### src/rtl/i2cp_pkg.sv
package i2cp_pkg;
   typedef enum logic [2:0] {
      LK_IDLE,
      LK_ADDR,
      LK_AACK,
      LK_WBYTE,
      LK_WACK,
      LK_RBYTE,
      LK_RACK,
      LK_IGN
   } link_st_t;

   localparam int BYTE_W = 8;
endpackage

### src/rtl/i2cp_sync.sv
module i2cp_sync #(
   parameter int STAGES = 2
) (
   input  logic clk,
   input  logic rst_n,
   input  logic scl_i,
   input  logic sda_i,
   output logic scl_lvl,
   output logic sda_lvl,
   output logic scl_rise,
   output logic scl_fall,
   output logic start_det,
   output logic stop_det
);
   localparam int NLINES = 2;

   if (STAGES < 2) begin : g_bad_stages
      $error("i2cp_sync: STAGES must be at least 2");
   end

   logic [NLINES-1:0] raw;
   logic [NLINES-1:0] lvl;
   logic [NLINES-1:0] lvl_q;

   assign raw = {sda_i, scl_i};

   for (genvar g = 0; g < NLINES; g++) begin : g_line
      logic [STAGES-1:0] chain;
      always_ff @(posedge clk or negedge rst_n) begin
         if (!rst_n) chain <= '1;
         else        chain <= {chain[STAGES-2:0], raw[g]};
      end
      assign lvl[g] = chain[STAGES-1];
   end

   always_ff @(posedge clk or negedge rst_n) begin
      if (!rst_n) lvl_q <= '1;
      else        lvl_q <= lvl;
   end

   assign scl_lvl   = lvl[0];
   assign sda_lvl   = lvl[1];
   assign scl_rise  = lvl[0] & ~lvl_q[0];
   assign scl_fall  = ~lvl[0] & lvl_q[0];
   assign start_det = lvl[0] & lvl_q[0] & lvl_q[1] & ~lvl[1];
   assign stop_det  = lvl[0] & lvl_q[0] & ~lvl_q[1] & lvl[1];
endmodule

### src/rtl/i2cp_link.sv
module i2cp_link
   import i2cp_pkg::*;
#(
   parameter logic [6:0] DEV_ADDR = 7'b1101000
) (
   input  logic              clk,
   input  logic              rst_n,
   input  logic              scl_lvl,
   input  logic              sda_lvl,
   input  logic              scl_rise,
   input  logic              scl_fall,
   input  logic              start_det,
   input  logic              stop_det,
   input  logic [BYTE_W-1:0] rd_byte,
   output logic              sda_oe,
   output logic              ptr_load,
   output logic              wr_stb,
   output logic [BYTE_W-1:0] wr_byte,
   output logic              rd_adv,
   output logic              snap
);
   link_st_t          st;
   logic [3:0]        bitcnt;
   logic [BYTE_W-1:0] shreg;
   logic [BYTE_W-1:0] txsh;
   logic              rw;
   logic              first;
   logic              mack;

   always_ff @(posedge clk or negedge rst_n) begin
      if (!rst_n) begin
         st       <= LK_IDLE;
         bitcnt   <= '0;
         shreg    <= '0;
         txsh     <= '0;
         rw       <= 1'b0;
         first    <= 1'b0;
         mack     <= 1'b0;
         sda_oe   <= 1'b0;
         ptr_load <= 1'b0;
         wr_stb   <= 1'b0;
         wr_byte  <= '0;
         rd_adv   <= 1'b0;
         snap     <= 1'b0;
      end else begin
         ptr_load <= 1'b0;
         wr_stb   <= 1'b0;
         rd_adv   <= 1'b0;
         snap     <= 1'b0;
         if (stop_det) begin
            st     <= LK_IDLE;
            sda_oe <= 1'b0;
         end else if (start_det) begin
            st     <= LK_ADDR;
            bitcnt <= '0;
            first  <= 1'b1;
            sda_oe <= 1'b0;
         end else begin
            unique case (st)
               LK_ADDR, LK_WBYTE: begin
                  if (scl_rise) begin
                     shreg  <= {shreg[BYTE_W-2:0], sda_lvl};
                     bitcnt <= bitcnt + 4'd1;
                  end else if (scl_fall && bitcnt == 4'd8) begin
                     bitcnt <= '0;
                     if (st == LK_ADDR) begin
                        if (shreg[7:1] == DEV_ADDR) begin
                           sda_oe <= 1'b1;
                           rw     <= shreg[0];
                           snap   <= shreg[0];
                           st     <= LK_AACK;
                        end else begin
                           st <= LK_IGN;
                        end
                     end else begin
                        sda_oe  <= 1'b1;
                        wr_byte <= shreg;
                        first   <= 1'b0;
                        if (first) ptr_load <= 1'b1;
                        else       wr_stb   <= 1'b1;
                        st <= LK_WACK;
                     end
                  end
               end
               LK_AACK, LK_WACK: begin
                  if (scl_fall) begin
                     bitcnt <= '0;
                     if (st == LK_AACK && rw) begin
                        txsh   <= rd_byte;
                        sda_oe <= ~rd_byte[7];
                        st     <= LK_RBYTE;
                     end else begin
                        sda_oe <= 1'b0;
                        st     <= LK_WBYTE;
                     end
                  end
               end
               LK_RBYTE: begin
                  if (scl_fall) begin
                     if (bitcnt == 4'd7) begin
                        sda_oe <= 1'b0;
                        rd_adv <= 1'b1;
                        st     <= LK_RACK;
                     end else begin
                        txsh   <= {txsh[BYTE_W-2:0], 1'b0};
                        sda_oe <= ~txsh[6];
                        bitcnt <= bitcnt + 4'd1;
                     end
                  end
               end
               LK_RACK: begin
                  if (scl_rise) begin
                     mack <= ~sda_lvl;
                  end else if (scl_fall) begin
                     if (mack) begin
                        txsh   <= rd_byte;
                        sda_oe <= ~rd_byte[7];
                        bitcnt <= '0;
                        st     <= LK_RBYTE;
                     end else begin
                        st <= LK_IGN;
                     end
                  end
               end
               default: ;
            endcase
         end
      end
   end

   AST_ACK_HELD: assert property (@(posedge clk) disable iff (!rst_n)
      (st == LK_AACK && scl_rise) |=> sda_oe) else $error("ack not held");
   AST_IGN_QUIET: assert property (@(posedge clk) disable iff (!rst_n)
      (st == LK_IGN) |-> !sda_oe) else $error("drive while ignoring");
   AST_OE_SCL_LOW: assert property (@(posedge clk) disable iff (!rst_n)
      (scl_lvl && $past(scl_lvl)) |-> $stable(sda_oe)) else $error("SDA moved with SCL high");
   AST_IDLE_RELEASED: assert property (@(posedge clk) disable iff (!rst_n)
      (st == LK_IDLE) |-> !sda_oe) else $error("drive while idle");
endmodule

### src/rtl/i2cp_regs.sv
module i2cp_regs
   import i2cp_pkg::*;
#(
   parameter int CNT_BYTES = 4
) (
   input  logic                      clk,
   input  logic                      rst_n,
   input  logic                      ptr_load,
   input  logic                      wr_stb,
   input  logic [BYTE_W-1:0]         wr_byte,
   input  logic                      rd_adv,
   input  logic                      snap,
   input  logic                      tick,
   output logic [BYTE_W-1:0]         rd_byte,
   output logic [CNT_BYTES*BYTE_W-1:0] count_o,
   output logic [BYTE_W-1:0]         ctrl_o
);
   localparam int NREG = CNT_BYTES + 1;
   localparam int PW   = $clog2(NREG);
   localparam int CW   = CNT_BYTES * BYTE_W;

   if (CNT_BYTES < 1 || CNT_BYTES > 8) begin : g_bad_bytes
      $error("i2cp_regs: CNT_BYTES must be 1 to 8");
   end

   logic [PW-1:0]     ptr;
   logic [CW-1:0]     count_q;
   logic [CW-1:0]     shadow;
   logic [BYTE_W-1:0] ctrl_q;
   logic [BYTE_W-1:0] view [NREG];
   logic              hit_cnt;
   logic [PW-1:0]     ptr_nxt;

   assign hit_cnt = wr_stb && (int'(ptr) < CNT_BYTES);
   assign ptr_nxt = (ptr == PW'(NREG - 1)) ? '0 : ptr + 1'b1;

   always_ff @(posedge clk or negedge rst_n) begin
      if (!rst_n) begin
         ptr <= '0;
      end else if (ptr_load) begin
         ptr <= (int'(wr_byte) < NREG) ? PW'(wr_byte) : '0;
      end else if (wr_stb || rd_adv) begin
         ptr <= ptr_nxt;
      end
   end

   always_ff @(posedge clk or negedge rst_n) begin
      if (!rst_n) begin
         count_q <= '0;
      end else if (hit_cnt) begin
         count_q[int'(ptr)*BYTE_W +: BYTE_W] <= wr_byte;
      end else if (tick && ctrl_q[0]) begin
         count_q <= count_q + 1'b1;
      end
   end

   always_ff @(posedge clk or negedge rst_n) begin
      if (!rst_n)                                   ctrl_q <= '0;
      else if (wr_stb && ptr == PW'(CNT_BYTES))     ctrl_q <= wr_byte;
   end

   always_ff @(posedge clk or negedge rst_n) begin
      if (!rst_n)    shadow <= '0;
      else if (snap) shadow <= count_q;
   end

   for (genvar g = 0; g < CNT_BYTES; g++) begin : g_view
      assign view[g] = shadow[g*BYTE_W +: BYTE_W];
   end
   assign view[CNT_BYTES] = ctrl_q;

   assign rd_byte = view[ptr];
   assign count_o = count_q;
   assign ctrl_o  = ctrl_q;

   AST_PTR_RANGE: assert property (@(posedge clk) disable iff (!rst_n)
      int'(ptr) < NREG) else $error("pointer out of bank");
   AST_SHADOW_HOLD: assert property (@(posedge clk) disable iff (!rst_n)
      !snap |=> $stable(shadow)) else $error("shadow moved without snap");
   AST_CNT_STEP: assert property (@(posedge clk) disable iff (!rst_n)
      (tick && ctrl_q[0] && !wr_stb) |=> count_q == $past(count_q) + 1'b1)
      else $error("count did not step");
   AST_CNT_HOLD: assert property (@(posedge clk) disable iff (!rst_n)
      (!ctrl_q[0] && !wr_stb) |=> $stable(count_q)) else $error("count moved");
endmodule

### src/rtl/i2cp_slave.sv
module i2cp_slave
   import i2cp_pkg::*;
#(
   parameter logic [6:0] DEV_ADDR    = 7'b1101000,
   parameter int         CNT_BYTES   = 4,
   parameter int         SYNC_STAGES = 2
) (
   input  logic                        clk,
   input  logic                        rst_n,
   input  logic                        scl_i,
   input  logic                        sda_i,
   input  logic                        tick_i,
   output logic                        sda_oe_o,
   output logic [CNT_BYTES*BYTE_W-1:0] count_o,
   output logic [BYTE_W-1:0]           ctrl_o
);
   logic scl_lvl, sda_lvl, scl_rise, scl_fall, start_det, stop_det;
   logic ptr_load, wr_stb, rd_adv, snap;
   logic [BYTE_W-1:0] wr_byte, rd_byte;

   i2cp_sync #(.STAGES(SYNC_STAGES)) u_sync (
      .clk(clk), .rst_n(rst_n), .scl_i(scl_i), .sda_i(sda_i),
      .scl_lvl(scl_lvl), .sda_lvl(sda_lvl), .scl_rise(scl_rise),
      .scl_fall(scl_fall), .start_det(start_det), .stop_det(stop_det)
   );

   i2cp_link #(.DEV_ADDR(DEV_ADDR)) u_link (
      .clk(clk), .rst_n(rst_n), .scl_lvl(scl_lvl), .sda_lvl(sda_lvl),
      .scl_rise(scl_rise), .scl_fall(scl_fall), .start_det(start_det),
      .stop_det(stop_det), .rd_byte(rd_byte), .sda_oe(sda_oe_o),
      .ptr_load(ptr_load), .wr_stb(wr_stb), .wr_byte(wr_byte),
      .rd_adv(rd_adv), .snap(snap)
   );

   i2cp_regs #(.CNT_BYTES(CNT_BYTES)) u_regs (
      .clk(clk), .rst_n(rst_n), .ptr_load(ptr_load), .wr_stb(wr_stb),
      .wr_byte(wr_byte), .rd_adv(rd_adv), .snap(snap), .tick(tick_i),
      .rd_byte(rd_byte), .count_o(count_o), .ctrl_o(ctrl_o)
   );

   AST_START_RELEASED: assert property (@(posedge clk) disable iff (!rst_n)
      stop_det |=> !sda_oe_o) else $error("SDA held after STOP");
endmodule

### config.mk
export PLATFORM = sky130hd
export DESIGN_NAME = i2cp_slave
export DESIGN_NICKNAME = d
export VERILOG_FILES = /design/src/rtl/i2cp_pkg.sv /design/src/rtl/i2cp_sync.sv /design/src/rtl/i2cp_link.sv /design/src/rtl/i2cp_regs.sv /design/src/rtl/i2cp_slave.sv
export SDC_FILE = /design/constraint.sdc
export NUM_CORES = 1
export LEC_CHECK = 0
export ABC_AREA = 1
export CAP_MARGIN = 20
export CORE_ASPECT_RATIO = 0.75
export CORE_UTILIZATION = 40
export CTS_BUF_LIST = sky130_fd_sc_hd__clkbuf_8
export DETAILED_ROUTE_END_ITERATION = 10
export GPL_TIMING_DRIVEN = 0
export PLACE_DENSITY = 0.66
export SLEW_MARGIN = 30
export SYNTH_ARGS = -nofsm -noshare
export SYNTH_HDL_FRONTEND = slang
export SYNTH_SLANG_ARGS = --single-unit
export TNS_END_PERCENT = 20
### constraint.sdc
create_clock -name clk -period 2.8 [get_ports clk]
set_input_delay 0.56 -clock clk [delete_from_list [all_inputs] [get_ports clk]]
set_output_delay 0.56 -clock clk [all_outputs]
set_load 0.05 [all_outputs]
[Word-level counts from Yosys, hierarchy flattened]
Cells that the tools add are included.
W data, S select, Z words.
Cells by class
  reductions and logical operators: 24
  mux-type cells: 87
  shift operators: 2
  $lt $le $gt $ge: 3
  add/sub/neg operators: 4
  bitwise gates (word level): 18
  eq/ne operators: 35
Operator list (number)
  $mux W32: 2
  $mux W7: 7
  $mux W3: 16
  $mux W1: 44
  $mux W4: 9
  $neg A6 Y33: 1
  $shift A8 B33 Y32 const A: 1
  $shiftx A8 B33 Y32: 1
  $add A32 B1 Y32 const B: 1
  $bwmux W32: 1
  $ne A4 B3 Y1 const B: 7
  $bmux W8 S3: 1
  $pmux W7 S3: 1
  $reduce_and A9 Y1: 2
  $mux W8: 2
  $pmux W4 S4: 1
  $eq A3 B3 Y1 const B: 4
  $ne A2 B1 Y1 const B: 6
  $ne A3 B2 Y1 const B: 4
  $pmux W3 S4: 1
  $not A1 Y1: 10
  $reduce_and A10 Y1: 1
  $lt A8 B3 Y1 const B: 1
  $ne A4 B4 Y1 const B: 2
  other kinds (28): 47
Word-level totals
  flip-flop bits (word level): 119
  logic and storage cells: 193
  output and inout port bits: 41

[Logic depth before layout (Yosys ltp)]
Gate-level depths: netlist (run 1).
  word-level depth: 11
  mapped depth: 12

[By module]
A second synthesis (run 1) with hierarchy kept.
Unflattened totals
  cells, all modules: 942
  area total of the unflattened synthesis: 6864.1 um^2
Modules (own cells, without submodules)
  i2cp_regs: cells each 643, seq. area each 1876.8 um^2, times used 1, area each 4575.6 um^2
  i2cp_link: cells each 282, seq. area each 950.9 um^2, times used 1, area each 2089.5 um^2
  i2cp_sync: cells each 17, seq. area each 157.7 um^2, times used 1, area each 198.9 um^2

[Least setup slack after synthesis (run 1)]
No wires, ideal clock.
  path kind: register to register
  start: reg u_regs.ptr[0]
  end: reg u_regs.count_q[6] (netlist: u_regs.count_o[6])
  data required time: 2.681 ns
  cell stages (with the launch flop): 12
  path buffers: 2
  path slack: 0.604 ns
  period minus slack after synthesis: 2.196 ns
  arrival time: 2.077 ns
  path through: dfrtp_1 inv_1 clkbuf_1 ha_1 ha_1 nor2_1 nand4_4 nand2_2 buf_4 o211ai_1 o21ai_1 inv_1
Between the ends
  longest elaborated chain between the ends: 4
  elaborated cells on any way between the ends: 8
  those cells by class: 1 x add/sub; 1 x order compare; 2 x shift; 2 x mux; 2 x reduce/logical
RTL lines
  start: declaration: line i2cp_regs.sv:26  | logic [PW-1:0] ptr;
  start signal: assignment: line i2cp_regs.sv:41  | ptr <= (int'(wr_byte) < NREG) ? PW'(wr_byte) : '0;
  start signal: assignment: line i2cp_regs.sv:43  | ptr <= ptr_nxt;
  $neg A6 Y33: line i2cp_regs.sv:51  | count_q[int'(ptr)*BYTE_W +: BYTE_W] <= wr_byte;
  $shiftx A8 B33 Y32 / $shift A8 B33 Y32 (equally long branches): line i2cp_regs.sv:51
  $bwmux W32: line i2cp_regs.sv:51
  $mux W32: line i2cp_regs.sv:50  | end else if (hit_cnt) begin
  end signal: indexed assignment: line i2cp_regs.sv:51
  end signal: assignment: line i2cp_regs.sv:53  | count_q <= count_q + 1'b1;
  end: declaration: line i2cp_regs.sv:27  | logic [CW-1:0] count_q;
Parallel ways exist; a longest one is shown, timed or not.
A chain may end at the register's enable or synchronous reset.

[Final worst setup path (run 1)]
  start: reg u_regs.count_q[8] (netlist: u_regs.count_o[8])
  end: out count_o[8]
RTL lines
  end: declaration: line i2cp_slave.sv:14  | output logic [CNT_BYTES*BYTE_W-1:0] count_o,
No word-level cell between the ends.

==> results of run 1 <==
cells by family after synthesis:
family	after synthesis
simple gates	552
xor+xnor	10
buf+inv	126
compound gates	141
mux	7
fa+ha+maj	9
flops	119
flip-flops by register name (all words and copies together), names as in the netlist:
signal               count
u_sync.g_line.chain      4
u_link.wr_stb            1
u_regs.ptr               3
u_regs.count_o          32
u_link.bitcnt            4
u_link.shreg             8
u_link.mack              1
u_link.sda_oe            1
u_link.ptr_load          1
u_link.rd_adv            1
u_regs.shadow           32
u_link.rw                1
u_link.txsh              7
u_regs.ctrl_o            8
u_link.wr_byte           8
u_link.first             1
u_link.snap              1
u_link.st                3
u_sync.lvl_q             2
placed cells by master, fill, tap and decap left out, types with 5 or more instances in the layout:
master and instances:
inv_1 98, a31oi_1 8, buf_2 6, a21oi_1 52, mux2_2 7, xor2_1 7
clkbuf_1 13, o211ai_1 6, clkbuf_8 22, nand2_1 314, o21ai_0 61, dfstp_2 6
ha_1 9, bufinv_16 5, dfrtp_1 113, clkdlybuf4s50_1 44, nor2_1 131, nand3_1 75
worst max path at each step:
stage                      startpoint                 end  slack (ps)  cells after the start
finish              u_regs.count_o[8]          count_o[8]         270                      1
global route            u_regs.ptr[0]   u_regs.count_o[9]         120                      9
detailed placement      u_regs.ptr[0]  u_regs.count_o[11]         220                     10
CTS                     u_regs.ptr[0]  u_regs.count_o[11]         220                     10
global placement                rst_n     u_link.shreg[6]       -3640                      1
floorplan               u_regs.ptr[0]   u_regs.count_o[6]         600                     11
area by class of cell:
class,count,area [µm²],area share [%]
clock buffer,22,302.8,3.751
tap,215,269.0,3.332
buffer,25,117.6,1.457
multi-input combinational,719,3364,41.68
clock inverter,8,168.9,2.092
timing repair buffer,46,483.0,5.983
sequential,119,2985,36.98
inverter,101,381.6,4.727
metal layers:
layer	vias up	global-route usage, %	wire length (µm)
met5	-	0	0
met4	0	6.936	260
met3	19	7.049	2199
met2	284	34.37	8186
met1	3082	38.04	10380
li1	3214	-	-
metrics by stage:
step	setup TNS, ps	area (µm²)
2_1_floorplan	0	6842
3_3_place_gp	-423060	7561
3_5_place_dp	0	7594
4_1_cts	0	8065
5_1_grt	0	8073
6_report	0	8073
power by group through the flow:
stage               combinational (mW)  clock (mW)  sequential [mW]
finish                            2.49        1.87             2.20
global route                      2.78        1.97             2.21
CTS                               2.45        1.89             2.18
detailed placement                2.43           0             2.21
global placement                  2.41           0             2.21
floorplan                         1.67           0             2.27
what timing repair did:
item,4_1_cts,5_1_grt
hold buffers,0,0
endpoints found under the setup margin,0,5
resized for setup,0,3
==> flow_results.xml, run 1 <==
<?xml version="1.0" encoding="UTF-8"?>
<metrics>
  <group name="timing">
    <metric name="final.min_clock_period" unit="ps">2530</metric>
    <metric name="worst_slack" unit="ps">270.4</metric>
    <metric name="slew_headroom" unit="%">58.81</metric>
    <metric name="grt_setup_unrepaired" unit="">false</metric>
    <metric name="final.hold.worst_slack" unit="ps">31.44</metric>
    <metric name="worst_clock_skew" unit="ps">15.04</metric>
    <metric name="finalHoldViolCount" unit="">0</metric>
    <metric name="worst-slew-pin-transition" unit="ps">617.2</metric>
    <metric name="timing.final.setup_violations" unit="">0</metric>
    <metric name="finalMaxSlewViolations" unit="">0</metric>
    <metric name="max_clock_freq" unit="GHz">0.3953</metric>
    <metric name="layout_worst_path_cycle_share" unit="%">90.34</metric>
  </group>
  <group name="finish">
    <metric name="final-instance-count-excl-fill" unit="">1255</metric>
    <metric name="drive_above_1_share" unit="%">7.981</metric>
    <metric name="num_antenna_cells" unit="">0</metric>
    <metric name="final_util" unit="%">48.12</metric>
    <metric name="layout.filler_cells" unit="">1694</metric>
    <metric name="final_net_count" unit="">1043</metric>
    <metric name="layout-area-overhead-vs-synth" unit="%">18.00</metric>
  </group>
  <group name="critical_path">
    <metric name="reg2reg_from" unit="">u_regs.ptr[0]</metric>
    <metric name="cp_data_required_time" unit="ps">2240</metric>
    <metric name="worst_path_largest_cell_delay" unit="ps">890</metric>
    <metric name="start_kind" unit="">register</metric>
    <metric name="cp_slowest_cell" unit="">clkdlybuf4s50_1</metric>
    <metric name="wp_data_arrival" unit="ps">1970</metric>
    <metric name="critical_path.cell_chain" unit="">clkdlybuf4s50_1</metric>
    <metric name="reg2regPathDepth" unit="">10</metric>
    <metric name="cp.buffers_inverters" unit="">1</metric>
    <metric name="cp_top_family" unit="">buffers and inverters</metric>
    <metric name="timing.critical_path.to_type" unit="">output pin</metric>
    <metric name="r2r_setup_slack" unit="ps">320</metric>
    <metric name="regToRegEndpoint" unit="">u_regs.count_o[16]</metric>
    <metric name="worstPathMaxFanout" unit="">7</metric>
    <metric name="criticalPathCategory" unit="">register to output pin</metric>
  </group>
  <group name="logic_synthesis">
    <metric name="synthArstFlopShare" unit="%">100.0</metric>
    <metric name="synth.mux.area_fraction" unit="%">1.152</metric>
    <metric name="synth_fp_nets" unit="">978</metric>
    <metric name="synth_area_leader_cell" unit="">dfrtp_1</metric>
    <metric name="ys_warn_count" unit="">0</metric>
    <metric name="synth_area" unit="µm²">6842</metric>
    <metric name="post_synth_most_frequent_cells" unit="">nand2_1, nor2_1, dfrtp_1</metric>
    <metric name="share_of_the_synthesized_area_in_the_top_cell_type" unit="%">41.33</metric>
    <metric name="dominant_combinational_cell_family_by_area_after_synthesis" unit="">simple AND/OR/NAND/NOR gates</metric>
    <metric name="synth_compound_gate_area_share" unit="%">11.17</metric>
    <metric name="synth_adder_area_share" unit="%">1.646</metric>
    <metric name="ys_dominant_reg_cell" unit="">dfrtp_1</metric>
    <metric name="synthCells" unit="">964</metric>
    <metric name="synth.ff_latch_count" unit="">119</metric>
    <metric name="synthSimpleGateAreaFrac" unit="%">33.83</metric>
    <metric name="synth_top_area_cells" unit="">dfrtp_1, nand2_1, nor2_1</metric>
    <metric name="synth_xor_xnor_area_share" unit="%">1.280</metric>
    <metric name="synth.yosys.seq_area_share" unit="%">43.64</metric>
    <metric name="avg_synthesized_cell_area" unit="µm²">7.097</metric>
    <metric name="ys_types" unit="">44</metric>
    <metric name="yosys.cell_count.top_type" unit="">nand2_1</metric>
    <metric name="synth_enable_flop_cells" unit="">0</metric>
  </group>
  <group name="pwr">
    <metric name="power.internal" unit="mW">3.860</metric>
    <metric name="power.net_switching" unit="mW">2.691</metric>
    <metric name="power_frac_seq" unit="%">33.5</metric>
    <metric name="leakage" unit="nW">4.136</metric>
    <metric name="clkPwrFrac" unit="%">28.5</metric>
    <metric name="report.power.total" unit="mW">6.551</metric>
    <metric name="powerDensity" unit="nW/µm²">811.5</metric>
    <metric name="power_frac_comb" unit="%">37.9</metric>
    <metric name="irDropWorstVdd" unit="µV">329.7</metric>
    <metric name="power.switching_fraction" unit="%">41.07</metric>
  </group>
  <group name="clock_tree">
    <metric name="cts_setup_buffers" unit="">0</metric>
    <metric name="clock_insertion_delay_worst_skew" unit="ps">460</metric>
    <metric name="numCtsBuffers" unit="">17</metric>
    <metric name="cts-root-to-sink-buffers" unit="">2</metric>
    <metric name="cts.reportedPaths.clkPinSlew" unit="ps">70</metric>
    <metric name="clock_sinks" unit="">119</metric>
    <metric name="cts_tree" unit="">built</metric>
    <metric name="clock-root-buffer" unit="">clkbuf_8</metric>
    <metric name="ctsHtreeMaxLevel" unit="">4</metric>
  </group>
  <group name="flow_run">
    <metric name="max_cap_violations" unit="">0</metric>
  </group>
  <group name="grt">
    <metric name="global_route.usage.total" unit="%">25.10</metric>
    <metric name="first_global_vias" unit="">6064</metric>
    <metric name="grt_start_max_net_pins" unit="">65</metric>
    <metric name="global_route_wire_length_before_repair" unit="µm">33160</metric>
    <metric name="grt.overflow.total" unit="">0</metric>
    <metric name="grt_antenna_before_repair" unit="">0</metric>
  </group>
  <group name="route">
    <metric name="route.detailed.wl_per_inst" unit="µm">16.75</metric>
    <metric name="post-route-drc-count" unit="">0</metric>
    <metric name="postRouteWirelength" unit="µm">21030</metric>
    <metric name="drtPass1Iterations" unit="">6</metric>
    <metric name="vias" unit="">6599</metric>
    <metric name="route.antenna.remaining_nets" unit="">0</metric>
    <metric name="post_drt_via_cell_ratio" unit="">5.258</metric>
    <metric name="iter_0_drt_violations" unit="">776</metric>
  </group>
  <group name="die">
    <metric name="initial_core_utilization" unit="%">40.78</metric>
    <metric name="coreArea" unit="µm²">16770</metric>
    <metric name="core.rowCount" unit="">41</metric>
    <metric name="dieWidth" unit="µm">153.0</metric>
    <metric name="boundaryPins" unit="">46</metric>
    <metric name="design.die.area" unit="µm²">17640</metric>
    <metric name="die-height" unit="µm">115.3</metric>
  </group>
  <group name="placed_design">
    <metric name="port_buffers" unit="">45</metric>
    <metric name="place_congestion" unit="">0.9583</metric>
    <metric name="place.detailed.hpwl" unit="µm">15850</metric>
    <metric name="dp_slack" unit="ps">221.6</metric>
    <metric name="placedCellCount" unit="">1225</metric>
  </group>
  <group name="worst_hold_path">
    <metric name="holdCritPathClass" unit="">primary input to async pin</metric>
  </group>
  <group name="status">
    <metric name="outcome" unit="">finished, final reports clean</metric>
  </group>
</metrics>
No activity file was read; power rests on OpenSTA's default activity.
==> run 2: changes to the inputs <==
--- a/config.mk
+++ b/config.mk
@@ -17,4 +17,3 @@
 export SYNTH_ARGS = -nofsm -noshare
 export SYNTH_HDL_FRONTEND = slang
 export SYNTH_SLANG_ARGS = --single-unit
-export TNS_END_PERCENT = 20
==> results of run 2 <==
Final layout, timing and power as in run 1 (identical DEF).
